**src/rtl/dma_rt_pkg.sv**
```systemverilog
package dma_rt_pkg;

    typedef enum logic [2:0] {
        ST_IDLE,
        ST_RUN,
        ST_WAIT,
        ST_SEND,
        ST_DRAIN,
        ST_MARK
    } ch_state_e;

    // control word bit positions
    localparam int CTL_EN    = 31;
    localparam int CTL_TD    = 30;
    localparam int CTL_PAUSE = 29;
    localparam int CTL_FTD   = 28;
    localparam int CTL_ERR   = 0;

    // peer enable word bit positions
    localparam int PEN_EN    = 31;
    localparam int PEN_TD    = 30;
    localparam int PEN_PAUSE = 29;
    localparam int PEN_FLUSH = 28;
    localparam int PEN_IDLE  = 1;

    // byte offsets
    localparam int OFS_CTL       = 'h000;
    localparam int OFS_SD_BASE   = 'h080;
    localparam int OFS_PEER_BASE = 'h200;
    localparam int OFS_PKT       = 'h400;
    localparam int OFS_BYTE      = 'h408;
    localparam int OFS_SBYTE     = 'h410;

    // peer window slots
    localparam int PEER_SLOTS = 16;
    localparam int PIDX_XY    = 0;
    localparam int PIDX_Z     = 1;
    localparam int PIDX_PBC   = 4;
    localparam int PIDX_EN    = 8;

    // bits kept in the static XY word
    localparam logic [31:0] XY_KEEP = 32'hC700_0FFF;

    // counter slots
    localparam int CNT_PKT   = 0;
    localparam int CNT_BYTE  = 1;
    localparam int CNT_SBYTE = 2;
    localparam int CNT_PEER  = 3;
    localparam int NUM_CNT   = 4;

endpackage

```
**src/rtl/rt_counter.sv**
```systemverilog
module rt_counter #(
    parameter int W  = 32,
    parameter int IW = 16
) (
    input  logic          clk,
    input  logic          rst_n,
    input  logic          sub_en,
    input  logic [W-1:0]  sub_val,
    input  logic [IW-1:0] inc,
    output logic [W-1:0]  cnt
);
    logic [W-1:0] base;

    // subtraction first, saturating, then the datapath increment
    always_comb begin
        if (sub_en) begin
            base = (sub_val >= cnt) ? '0 : (cnt - sub_val);
        end else begin
            base = cnt;
        end
    end

    always_ff @(posedge clk or negedge rst_n) begin
        if (!rst_n) begin
            cnt <= '0;
        end else begin
            cnt <= base + W'(inc);
        end
    end
endmodule

```
**src/rtl/rt_state_mem.sv**
```systemverilog
module rt_state_mem #(
    parameter int WORDS = 32,
    parameter int DW    = 32,
    localparam int IW   = $clog2(WORDS)
) (
    input  logic          clk,
    input  logic          rst_n,
    input  logic          we,
    input  logic [IW-1:0] widx,
    input  logic [DW-1:0] wdata,
    input  logic [IW-1:0] ridx,
    output logic [DW-1:0] rdata
);
    logic [DW-1:0] mem [WORDS];

    generate
        for (genvar g = 0; g < WORDS; g++) begin : g_word
            always_ff @(posedge clk or negedge rst_n) begin
                if (!rst_n) begin
                    mem[g] <= '0;
                end else if (we && (widx == IW'(g))) begin
                    mem[g] <= wdata;
                end
            end
        end
    endgenerate

    assign rdata = mem[ridx];
endmodule

```
**src/rtl/rt_ctl_fsm.sv**
```systemverilog
module rt_ctl_fsm
    import dma_rt_pkg::*;
#(
    parameter logic [31:0] MARK_WORD = 32'h0000_0001
) (
    input  logic        clk,
    input  logic        rst_n,
    input  logic        ctl_en,
    input  logic        ctl_td,
    input  logic        ctl_ftd,
    input  logic        peer_en,
    input  logic        peer_flush,
    input  logic        dp_busy,
    input  logic        cnt_ok,
    input  logic        desc_valid,
    input  logic [31:0] desc_addr,
    input  logic        cq_ready,
    output ch_state_e   state,
    output logic        run_lvl,
    output logic        desc_ready,
    output logic        cq_valid,
    output logic [31:0] cq_data,
    output logic        tdown_done
);
    ch_state_e   nxt;
    logic [31:0] held_addr;

    // state register and captured descriptor
    always_ff @(posedge clk or negedge rst_n) begin
        if (!rst_n) begin
            state     <= ST_IDLE;
            held_addr <= '0;
        end else begin
            state <= nxt;
            if (desc_valid && desc_ready) begin
                held_addr <= {desc_addr[31:1], 1'b0};
            end
        end
    end

    // next state
    always_comb begin
        nxt = state;
        unique case (state)
            ST_IDLE: begin
                if (ctl_en && !ctl_td && !ctl_ftd) nxt = ST_RUN;
            end
            ST_RUN: begin
                if (ctl_ftd)         nxt = ST_MARK;
                else if (ctl_td)     nxt = ST_DRAIN;
                else if (desc_valid) nxt = ST_WAIT;
            end
            ST_WAIT: begin
                if (ctl_ftd)     nxt = ST_MARK;
                else if (cnt_ok) nxt = ST_SEND;
            end
            ST_SEND: begin
                if (cq_ready) nxt = ST_RUN;
            end
            ST_DRAIN: begin
                if (ctl_ftd) begin
                    nxt = ST_MARK;
                end else if (!dp_busy && peer_en && peer_flush && cnt_ok) begin
                    nxt = ST_MARK;
                end
            end
            ST_MARK: begin
                if (cq_ready) nxt = ST_IDLE;
            end
            default: nxt = ST_IDLE;
        endcase
    end

    // outputs
    always_comb begin
        run_lvl    = 1'b0;
        desc_ready = 1'b0;
        cq_valid   = 1'b0;
        cq_data    = '0;
        tdown_done = 1'b0;
        unique case (state)
            ST_IDLE: ;
            ST_RUN: begin
                run_lvl    = 1'b1;
                desc_ready = !ctl_td && !ctl_ftd;
            end
            ST_WAIT:  run_lvl = 1'b1;
            ST_SEND: begin
                run_lvl  = 1'b1;
                cq_valid = 1'b1;
                cq_data  = held_addr;
            end
            ST_DRAIN: run_lvl = 1'b1;
            ST_MARK: begin
                cq_valid   = 1'b1;
                cq_data    = MARK_WORD;
                tdown_done = cq_ready;
            end
            default: ;
        endcase
    end
endmodule

```
**src/rtl/dma_txch_rt.sv**
```systemverilog
module dma_txch_rt
    import dma_rt_pkg::*;
#(
    parameter int          AW        = 12,
    parameter int          INC_W     = 16,
    parameter int          SD_WORDS  = 32,
    parameter logic [31:0] Z_MASK    = 32'h0000_FFFF,
    parameter logic [31:0] MARK_WORD = 32'h0000_0001,
    localparam int         SD_IW     = $clog2(SD_WORDS)
) (
    input  logic             clk,
    input  logic             rst_n,
    input  logic             bus_we,
    input  logic [AW-1:0]    bus_addr,
    input  logic [31:0]      bus_wdata,
    output logic [31:0]      bus_rdata,
    output logic             dp_enable,
    output logic             dp_pause,
    input  logic             dp_busy,
    input  logic             dp_error,
    input  logic             pkt_inc,
    input  logic [INC_W-1:0] byte_inc,
    input  logic [INC_W-1:0] peer_byte_inc,
    input  logic             sd_we,
    input  logic [SD_IW-1:0] sd_idx,
    input  logic [31:0]      sd_data,
    input  logic             desc_valid,
    input  logic [31:0]      desc_addr,
    output logic             desc_ready,
    output logic             cq_valid,
    output logic [31:0]      cq_data,
    input  logic             cq_ready,
    output logic             peer_en_o,
    output logic             peer_flush_o,
    output logic [31:0]      stat_xy,
    output logic [31:0]      stat_z
);
    localparam int PEER_SPAN = PEER_SLOTS * 4;
    localparam int SD_SPAN   = SD_WORDS * 4;
    localparam int PIW       = $clog2(PEER_SLOTS);

    // ---------------- address decode ----------------
    logic [AW-1:0]    sd_off, peer_off;
    logic             aligned, is_ctl, is_sd, is_peer;
    logic [PIW-1:0]   pidx;
    logic [SD_IW-1:0] sd_ridx;
    logic [NUM_CNT-1:0] is_cnt;

    assign aligned  = (bus_addr[1:0] == 2'b00);
    assign sd_off   = bus_addr - AW'(OFS_SD_BASE);
    assign peer_off = bus_addr - AW'(OFS_PEER_BASE);
    assign is_ctl   = (bus_addr == AW'(OFS_CTL));
    assign is_sd    = aligned && (bus_addr >= AW'(OFS_SD_BASE))
                    && (sd_off < AW'(SD_SPAN));
    assign is_peer  = aligned && (bus_addr >= AW'(OFS_PEER_BASE))
                    && (peer_off < AW'(PEER_SPAN));
    assign pidx     = peer_off[2 +: PIW];
    assign sd_ridx  = sd_off[2 +: SD_IW];

    assign is_cnt[CNT_PKT]   = (bus_addr == AW'(OFS_PKT));
    assign is_cnt[CNT_BYTE]  = (bus_addr == AW'(OFS_BYTE));
    assign is_cnt[CNT_SBYTE] = (bus_addr == AW'(OFS_SBYTE));
    assign is_cnt[CNT_PEER]  = is_peer && (pidx == PIW'(PIDX_PBC));

    // ---------------- counters ----------------
    logic [INC_W-1:0] cnt_inc [NUM_CNT];
    logic [31:0]      cnt_val [NUM_CNT];
    logic             cnt_ok;

    assign cnt_inc[CNT_PKT]   = INC_W'(pkt_inc);
    assign cnt_inc[CNT_BYTE]  = byte_inc;
    assign cnt_inc[CNT_SBYTE] = byte_inc;
    assign cnt_inc[CNT_PEER]  = peer_byte_inc;

    generate
        for (genvar c = 0; c < NUM_CNT; c++) begin : g_cnt
            rt_counter #(
                .W  (32),
                .IW (INC_W)
            ) u_cnt (
                .clk     (clk),
                .rst_n   (rst_n),
                .sub_en  (bus_we && is_cnt[c]),
                .sub_val (bus_wdata),
                .inc     (cnt_inc[c]),
                .cnt     (cnt_val[c])
            );
        end
    endgenerate

    assign cnt_ok = (cnt_val[CNT_PEER] >= cnt_val[CNT_BYTE]);

    // ---------------- state-data window ----------------
    logic [31:0] sd_rdata;

    rt_state_mem #(
        .WORDS (SD_WORDS),
        .DW    (32)
    ) u_sd (
        .clk   (clk),
        .rst_n (rst_n),
        .we    (sd_we),
        .widx  (sd_idx),
        .wdata (sd_data),
        .ridx  (sd_ridx),
        .rdata (sd_rdata)
    );

    // ---------------- control and peer registers ----------------
    logic ctl_en, ctl_td, ctl_pause, ctl_ftd, ctl_err;
    logic pen_en, pen_td, pen_pause, pen_flush;
    logic [31:0] xy_q, z_q;
    logic ctl_wr, pen_wr, tdown_done, run_lvl;
    ch_state_e fsm_state;

    assign ctl_wr = bus_we && is_ctl;
    assign pen_wr = bus_we && is_peer && (pidx == PIW'(PIDX_EN));

    always_ff @(posedge clk or negedge rst_n) begin
        if (!rst_n) begin
            ctl_en    <= 1'b0;
            ctl_td    <= 1'b0;
            ctl_pause <= 1'b0;
            ctl_ftd   <= 1'b0;
            ctl_err   <= 1'b0;
        end else begin
            if (tdown_done) begin
                ctl_en  <= 1'b0;
                ctl_td  <= 1'b0;
                ctl_ftd <= 1'b0;
            end else if (ctl_wr) begin
                ctl_en    <= bus_wdata[CTL_EN];
                ctl_td    <= bus_wdata[CTL_TD];
                ctl_pause <= bus_wdata[CTL_PAUSE];
                ctl_ftd   <= bus_wdata[CTL_FTD];
            end
            ctl_err <= (ctl_wr ? (ctl_err & bus_wdata[CTL_ERR]) : ctl_err) | dp_error;
        end
    end

    always_ff @(posedge clk or negedge rst_n) begin
        if (!rst_n) begin
            pen_en    <= 1'b0;
            pen_td    <= 1'b0;
            pen_pause <= 1'b0;
            pen_flush <= 1'b0;
            xy_q      <= '0;
            z_q       <= '0;
        end else begin
            if (tdown_done) begin
                pen_en    <= 1'b0;
                pen_td    <= 1'b0;
                pen_flush <= 1'b0;
            end else if (pen_wr) begin
                pen_en    <= bus_wdata[PEN_EN];
                pen_td    <= bus_wdata[PEN_TD];
                pen_pause <= bus_wdata[PEN_PAUSE];
                pen_flush <= bus_wdata[PEN_FLUSH];
            end
            if (bus_we && is_peer && (pidx == PIW'(PIDX_XY))) begin
                xy_q <= bus_wdata & XY_KEEP;
            end
            if (bus_we && is_peer && (pidx == PIW'(PIDX_Z))) begin
                z_q <= bus_wdata & Z_MASK;
            end
        end
    end

    // ---------------- controller ----------------
    rt_ctl_fsm #(
        .MARK_WORD (MARK_WORD)
    ) u_fsm (
        .clk        (clk),
        .rst_n      (rst_n),
        .ctl_en     (ctl_en),
        .ctl_td     (ctl_td),
        .ctl_ftd    (ctl_ftd),
        .peer_en    (pen_en),
        .peer_flush (pen_flush),
        .dp_busy    (dp_busy),
        .cnt_ok     (cnt_ok),
        .desc_valid (desc_valid),
        .desc_addr  (desc_addr),
        .cq_ready   (cq_ready),
        .state      (fsm_state),
        .run_lvl    (run_lvl),
        .desc_ready (desc_ready),
        .cq_valid   (cq_valid),
        .cq_data    (cq_data),
        .tdown_done (tdown_done)
    );

    assign dp_enable    = run_lvl;
    assign dp_pause     = run_lvl && ctl_pause;
    assign peer_en_o    = pen_en;
    assign peer_flush_o = pen_flush;
    assign stat_xy      = xy_q;
    assign stat_z       = z_q;

    // ---------------- read mux ----------------
    logic [31:0] ctl_word, pen_word;

    always_comb begin
        ctl_word            = '0;
        ctl_word[CTL_EN]    = ctl_en;
        ctl_word[CTL_TD]    = ctl_td;
        ctl_word[CTL_PAUSE] = ctl_pause;
        ctl_word[CTL_FTD]   = ctl_ftd;
        ctl_word[CTL_ERR]   = ctl_err;
        pen_word            = '0;
        pen_word[PEN_EN]    = pen_en;
        pen_word[PEN_TD]    = pen_td;
        pen_word[PEN_PAUSE] = pen_pause;
        pen_word[PEN_FLUSH] = pen_flush;
        pen_word[PEN_IDLE]  = (fsm_state == ST_IDLE);
    end

    always_comb begin
        bus_rdata = '0;
        if (is_ctl) begin
            bus_rdata = ctl_word;
        end else if (is_sd) begin
            bus_rdata = sd_rdata;
        end else if (is_peer) begin
            if (pidx == PIW'(PIDX_XY))       bus_rdata = xy_q;
            else if (pidx == PIW'(PIDX_Z))   bus_rdata = z_q;
            else if (pidx == PIW'(PIDX_PBC)) bus_rdata = cnt_val[CNT_PEER];
            else if (pidx == PIW'(PIDX_EN))  bus_rdata = pen_word;
        end else if (is_cnt[CNT_PKT]) begin
            bus_rdata = cnt_val[CNT_PKT];
        end else if (is_cnt[CNT_BYTE]) begin
            bus_rdata = cnt_val[CNT_BYTE];
        end else if (is_cnt[CNT_SBYTE]) begin
            bus_rdata = cnt_val[CNT_SBYTE];
        end
    end
endmodule

```
**config.mk**
```make
export PLATFORM = sky130hd
export DESIGN_NAME = dma_txch_rt
export DESIGN_NICKNAME = d
export VERILOG_FILES = /design/src/rtl/dma_rt_pkg.sv /design/src/rtl/rt_counter.sv /design/src/rtl/rt_state_mem.sv /design/src/rtl/rt_ctl_fsm.sv /design/src/rtl/dma_txch_rt.sv
export SDC_FILE = /design/constraint.sdc
export NUM_CORES = 2
export LEC_CHECK = 0
export ABC_CLOCK_PERIOD_IN_PS = 5070
export BUFFER_PORTS_ARGS = -buffer_cell sky130_fd_sc_hd__buf_2
export CAP_MARGIN = 20
export CORE_MARGIN = 2
export CORE_UTILIZATION = 45
export DETAILED_ROUTE_END_ITERATION = 7
export MAX_ROUTING_LAYER = met4
export PLACE_DENSITY_LB_ADDON = 0.3
export REMOVE_ABC_BUFFERS = 1
export SLEW_MARGIN = 20
export SYNTH_ARGS = -nofsm -noshare
export SYNTH_HDL_FRONTEND = slang
export SYNTH_SLANG_ARGS = --single-unit
export TNS_END_PERCENT = 50
```
**constraint.sdc**
```tcl
create_clock -name clk -period 5.07 [get_ports clk]
set_clock_uncertainty 0.1 [all_clocks]
set_input_delay 0.2535 -clock clk [delete_from_list [all_inputs] [get_ports clk]]
set_output_delay 0.2535 -clock clk [all_outputs]
set_load 0.01 [all_outputs]
```
==> impl_metrics.yaml <==
placed_design:
  io_buffers: 255
  routabilityCongestion: 0.987
  dpl.hpwl_mm: 142
setup_path:
  startpoint_type: "flop"
  slowest_delay_ns: 0.39
  endpoint: "g_cnt[2].u_cnt.cnt[29]$_DFF_PN0_"
  r2r_end: "g_cnt[2].u_cnt.cnt[29]$_DFF_PN0_"
  reg2reg_slack_ns: -0.03
  path_depth: 25
  cp_top_family: "compound AO/OA/AOI/OAI gates"
  cp_slowest_cell: "dfrtp_1"
  worstPathArrival_ns: 5.64
  cp_num_buf_inv: 3
  cp_common_cell: "a211o_1"
  end_kind: "flop"
  critPathRequiredTime_ns: 5.61
  cp-startpoint: "g_cnt[2].u_cnt.cnt[0]$_DFF_PN0_"
  r2r-start: "g_cnt[2].u_cnt.cnt[0]$_DFF_PN0_"
  path_max_fanout: 3
  r2r_cells: 25
  critPathKind: "flop to flop"
detailed_routing:
  drt_first_pass_iters: 8
  dr.first_iter.drc_count: 3418
  drt-wirelength-per-cell_microns: 25.6
  met3_wirelength_mm: 11.3
  vias: 48400
  wl_met1_mm: 89.7
  via_per_inst: 5.88
  drt_wl_total_mm: 211
  met2_length_mm: 103
  antenna_left: 0
  route.top_layer_used: "met4"
  drc: 6
clock_network:
  cts-buffers-inserted: 137
  path_clk_slew_ns: 0.06
  h-tree-depth: 4
  cts.sinks: 1228
  clock-root-buffer: "clkbuf_16"
  cts_tree: "yes"
  clkLatencyLatePin_ns: 0.79
  clock_path_buffers: 3
floorplanning:
  fp.dieH_microns: 390
  ioPinCount: 288
  die_x_microns: 390
  die-area_sq_mm: 0.152
  start_util: 0.453
  rows: 141
  core-area_sq_mm: 0.148
grt:
  grt_use_total: 0.285
  antenna_found_initial: 11
  grt-ovfl-total: 0
  grt_first_pass_wirelength_mm: 316
  grt_pass1_vias: 50500
  grt_max_degree: 158
timing:
  tightest_slew_ns: 1.28
  setup_slack_ns: -0.0296
  hold_viol: 0
  fmax_mhz: 196
  slew_headroom: 0.134
  hold_ws_ns: 0.0270
  min_period_ns: 5.10
  setup_tns_ns: -0.0413
  rsz0062_at_grt: "yes"
  slew_viol_final: 0
  setup_viol: 2
  fin_crit_sh: 1.01
hold_path:
  hp-class: "primary input to flop"
power:
  power_density_mw_per_mm2: 444
  clock_power_share: 0.278
  p_int_mw: 24.7
  p_comb_frac: 0.365
  total_leakage_power_nw: 37.6
  switchingPower_mw: 11.6
  pwr-share-seq: 0.357
  vdd_drop_max_v: 0.000369
  power_mw: 36.3
  switching_share: 0.319
logic_synthesis:
  async_flop_share: 1.00
  netlist_area_sq_mm: 0.0669
  ys_warn_count: 0
  ys_ff_latch: 1228
  ys_seq_area_frac: 0.459
  synthCells: 5302
  syn_area_per_cell_sq_um: 12.6
  yosysUniqueCellTypes: 91
  synth_edf_count: 0
  ys.flop_type: "dfrtp_1"
cells_and_area:
  nets: 6575
  fillers: 12200
  layout-drive-gt1-share: 0.446
  syn2layout_area_growth_pct: 22.3
outcome:
  violations: "design-rule violations, negative setup slack"
  outcome: "finished with violations"
job:
  drv_cap: 0
-- through the flow --
stage / cells / area [sq um] / setup slack (ns) / utilization
after global placement: 7814 / 74800 / -0.666 / 0.507
after CTS: 8202 / 81200 / -0.0759 / 0.550
final: 8233 / 81800 / -0.0296 / 0.554
after detailed placement: 7816 / 74900 / -0.726 / 0.507
after floorplan: 4928 / 65400 / -0.709 / -
after global routing: 8233 / 81800 / -0.186 / 0.554
-- logic make-up (layout without fill, tap and decap cells) --
family / count (synthesis) / after routing / synth area share
mux: 1434 / 1434 / 0.295
xor+xnor: 223 / 223 / 0.0292
buf+inv: 521 / 1487 / 0.0312
other cells: 1 / 36 / 0.0000560
flops: 1228 / 1228 / 0.459
fa+ha+maj: 220 / 220 / 0.0419
simple gates: 857 / 857 / 0.0633
compound gates: 818 / 818 / 0.0803
-- cells in the mapped netlist (8+ instances only) --
master,number,share of area
dfrtp_1,1228,0.46
mux2_2,1102,0.19
mux4_2,320,0.11
nand2_1,286,0.016
clkbuf_1,276,0.015
ha_1,213,0.040
a21oi_1,207,0.015
o21ai_0,176,0.013
nor2_1,168,0.0094
xnor2_1,138,0.018
inv_1,117,0.0066
a21o_1,85,0.0095
xor2_1,85,0.011
buf_1,84,0.0047
nand3_1,80,0.0060
and2_1,61,0.0057
nor3_1,40,0.0030
nand4_1,38,0.0036
o211ai_1,34,0.0038
a222oi_1,33,0.0049
a22oi_1,33,0.0037
and3_1,32,0.0030
buf_4,32,0.0036
nor2b_1,31,0.0029
nand2b_1,30,0.0028
a31oi_1,29,0.0027
o22ai_1,26,0.0024
a22o_1,22,0.0029
o21a_1,20,0.0022
nor4_1,17,0.0016
o21bai_1,17,0.0019
a211o_1,13,0.0017
buf_2,12,0.00090
mux2i_1,12,0.0018
a211oi_1,11,0.0012
o31ai_1,11,0.0012
or3_1,10,0.00093
a31o_2,9,0.0012
and4_1,9,0.0012
a221oi_1,8,0.0010
nand3b_1,8,0.00090
o2111ai_1,8,0.0010
-- layer usage --
metal,vias to the layer above,global-route usage
li1,21400,-
met2,1451,0.460
met3,351,0.0384
met4,0,0.0912
met1,25200,0.374
met5,-,-
-- how the worst min path moves through the flow --
stage          slack (ns)  depth (start not counted)                          to   startpoint
2_1_floorplan       -0.14                          0          ctl_en$_DFFE_PN0P_        rst_n
3_3_place_gp         0.31                          1   u_sd.mem[455]$_DFFE_PN0P_        rst_n
3_5_place_dp         0.33                          1   u_sd.mem[455]$_DFFE_PN0P_        rst_n
4_1_cts             0.003                          2  u_sd.mem[1007]$_DFFE_PN0P_  sd_data[15]
5_1_grt              0.03                          2   u_sd.mem[879]$_DFFE_PN0P_  sd_data[15]
6_report             0.03                          2  u_sd.mem[1007]$_DFFE_PN0P_  sd_data[15]
-- area by class of cell --
type	instances	area (sq um)	share of cell area
multi-input combinational	3583	35100	0.429
sequential	1228	30700	0.375
tap	1930	2410	0.0295
clock buffer	199	3980	0.0486
inverter	117	439	0.00537
clock inverter	37	598	0.00731
antenna	5	12.5	0.000153
timing repair buffer	1134	8570	0.105
-- flip-flops by register name, summed over array words and instances (netlist names) --
register,count
ctl_en,1
peer_flush_o,1
u_fsm.held_addr,31
u_sd.mem,1024
g_cnt.u_cnt.cnt,128
pen_td,1
stat_z,16
pen_pause,1
ctl_td,1
ctl_ftd,1
stat_xy,17
ctl_err,1
peer_en_o,1
ctl_pause,1
u_fsm.state,3
-- power groups by stage --
stage	Clock, mW	Sequential, mW	Combinational [mW]
after floorplan	0	12.8	7.55
after detailed placement	0	13.1	12.3
after global routing	10.7	13.2	14.4
after CTS	10.3	12.9	12.8
final	10.1	13.0	13.3
after global placement	0	13.0	12.1
-- repair_timing --
item / 4_1_cts / 5_1_grt
pin swaps: 48 / 75
endpoints found under the setup margin: 47 / 55
hold endpoints to repair: 945 / 52
hold buffers: 128 / 1
gates resized for setup: 78 / 87
buffers inserted: 22 / 24
-- cell usage in the layout (no fill, tap or decap), types with 137 or more instances in the layout --
master	n
mux4_2	320
o21ai_0	161
xnor2_1	137
nand2_1	267
a21oi_1	198
buf_4	723
mux2_2	1101
dfrtp_1	1228
ha_1	199
nor2_1	147
buf_2	250
clkbuf_16	140
(Power assumes the default switching activity.)
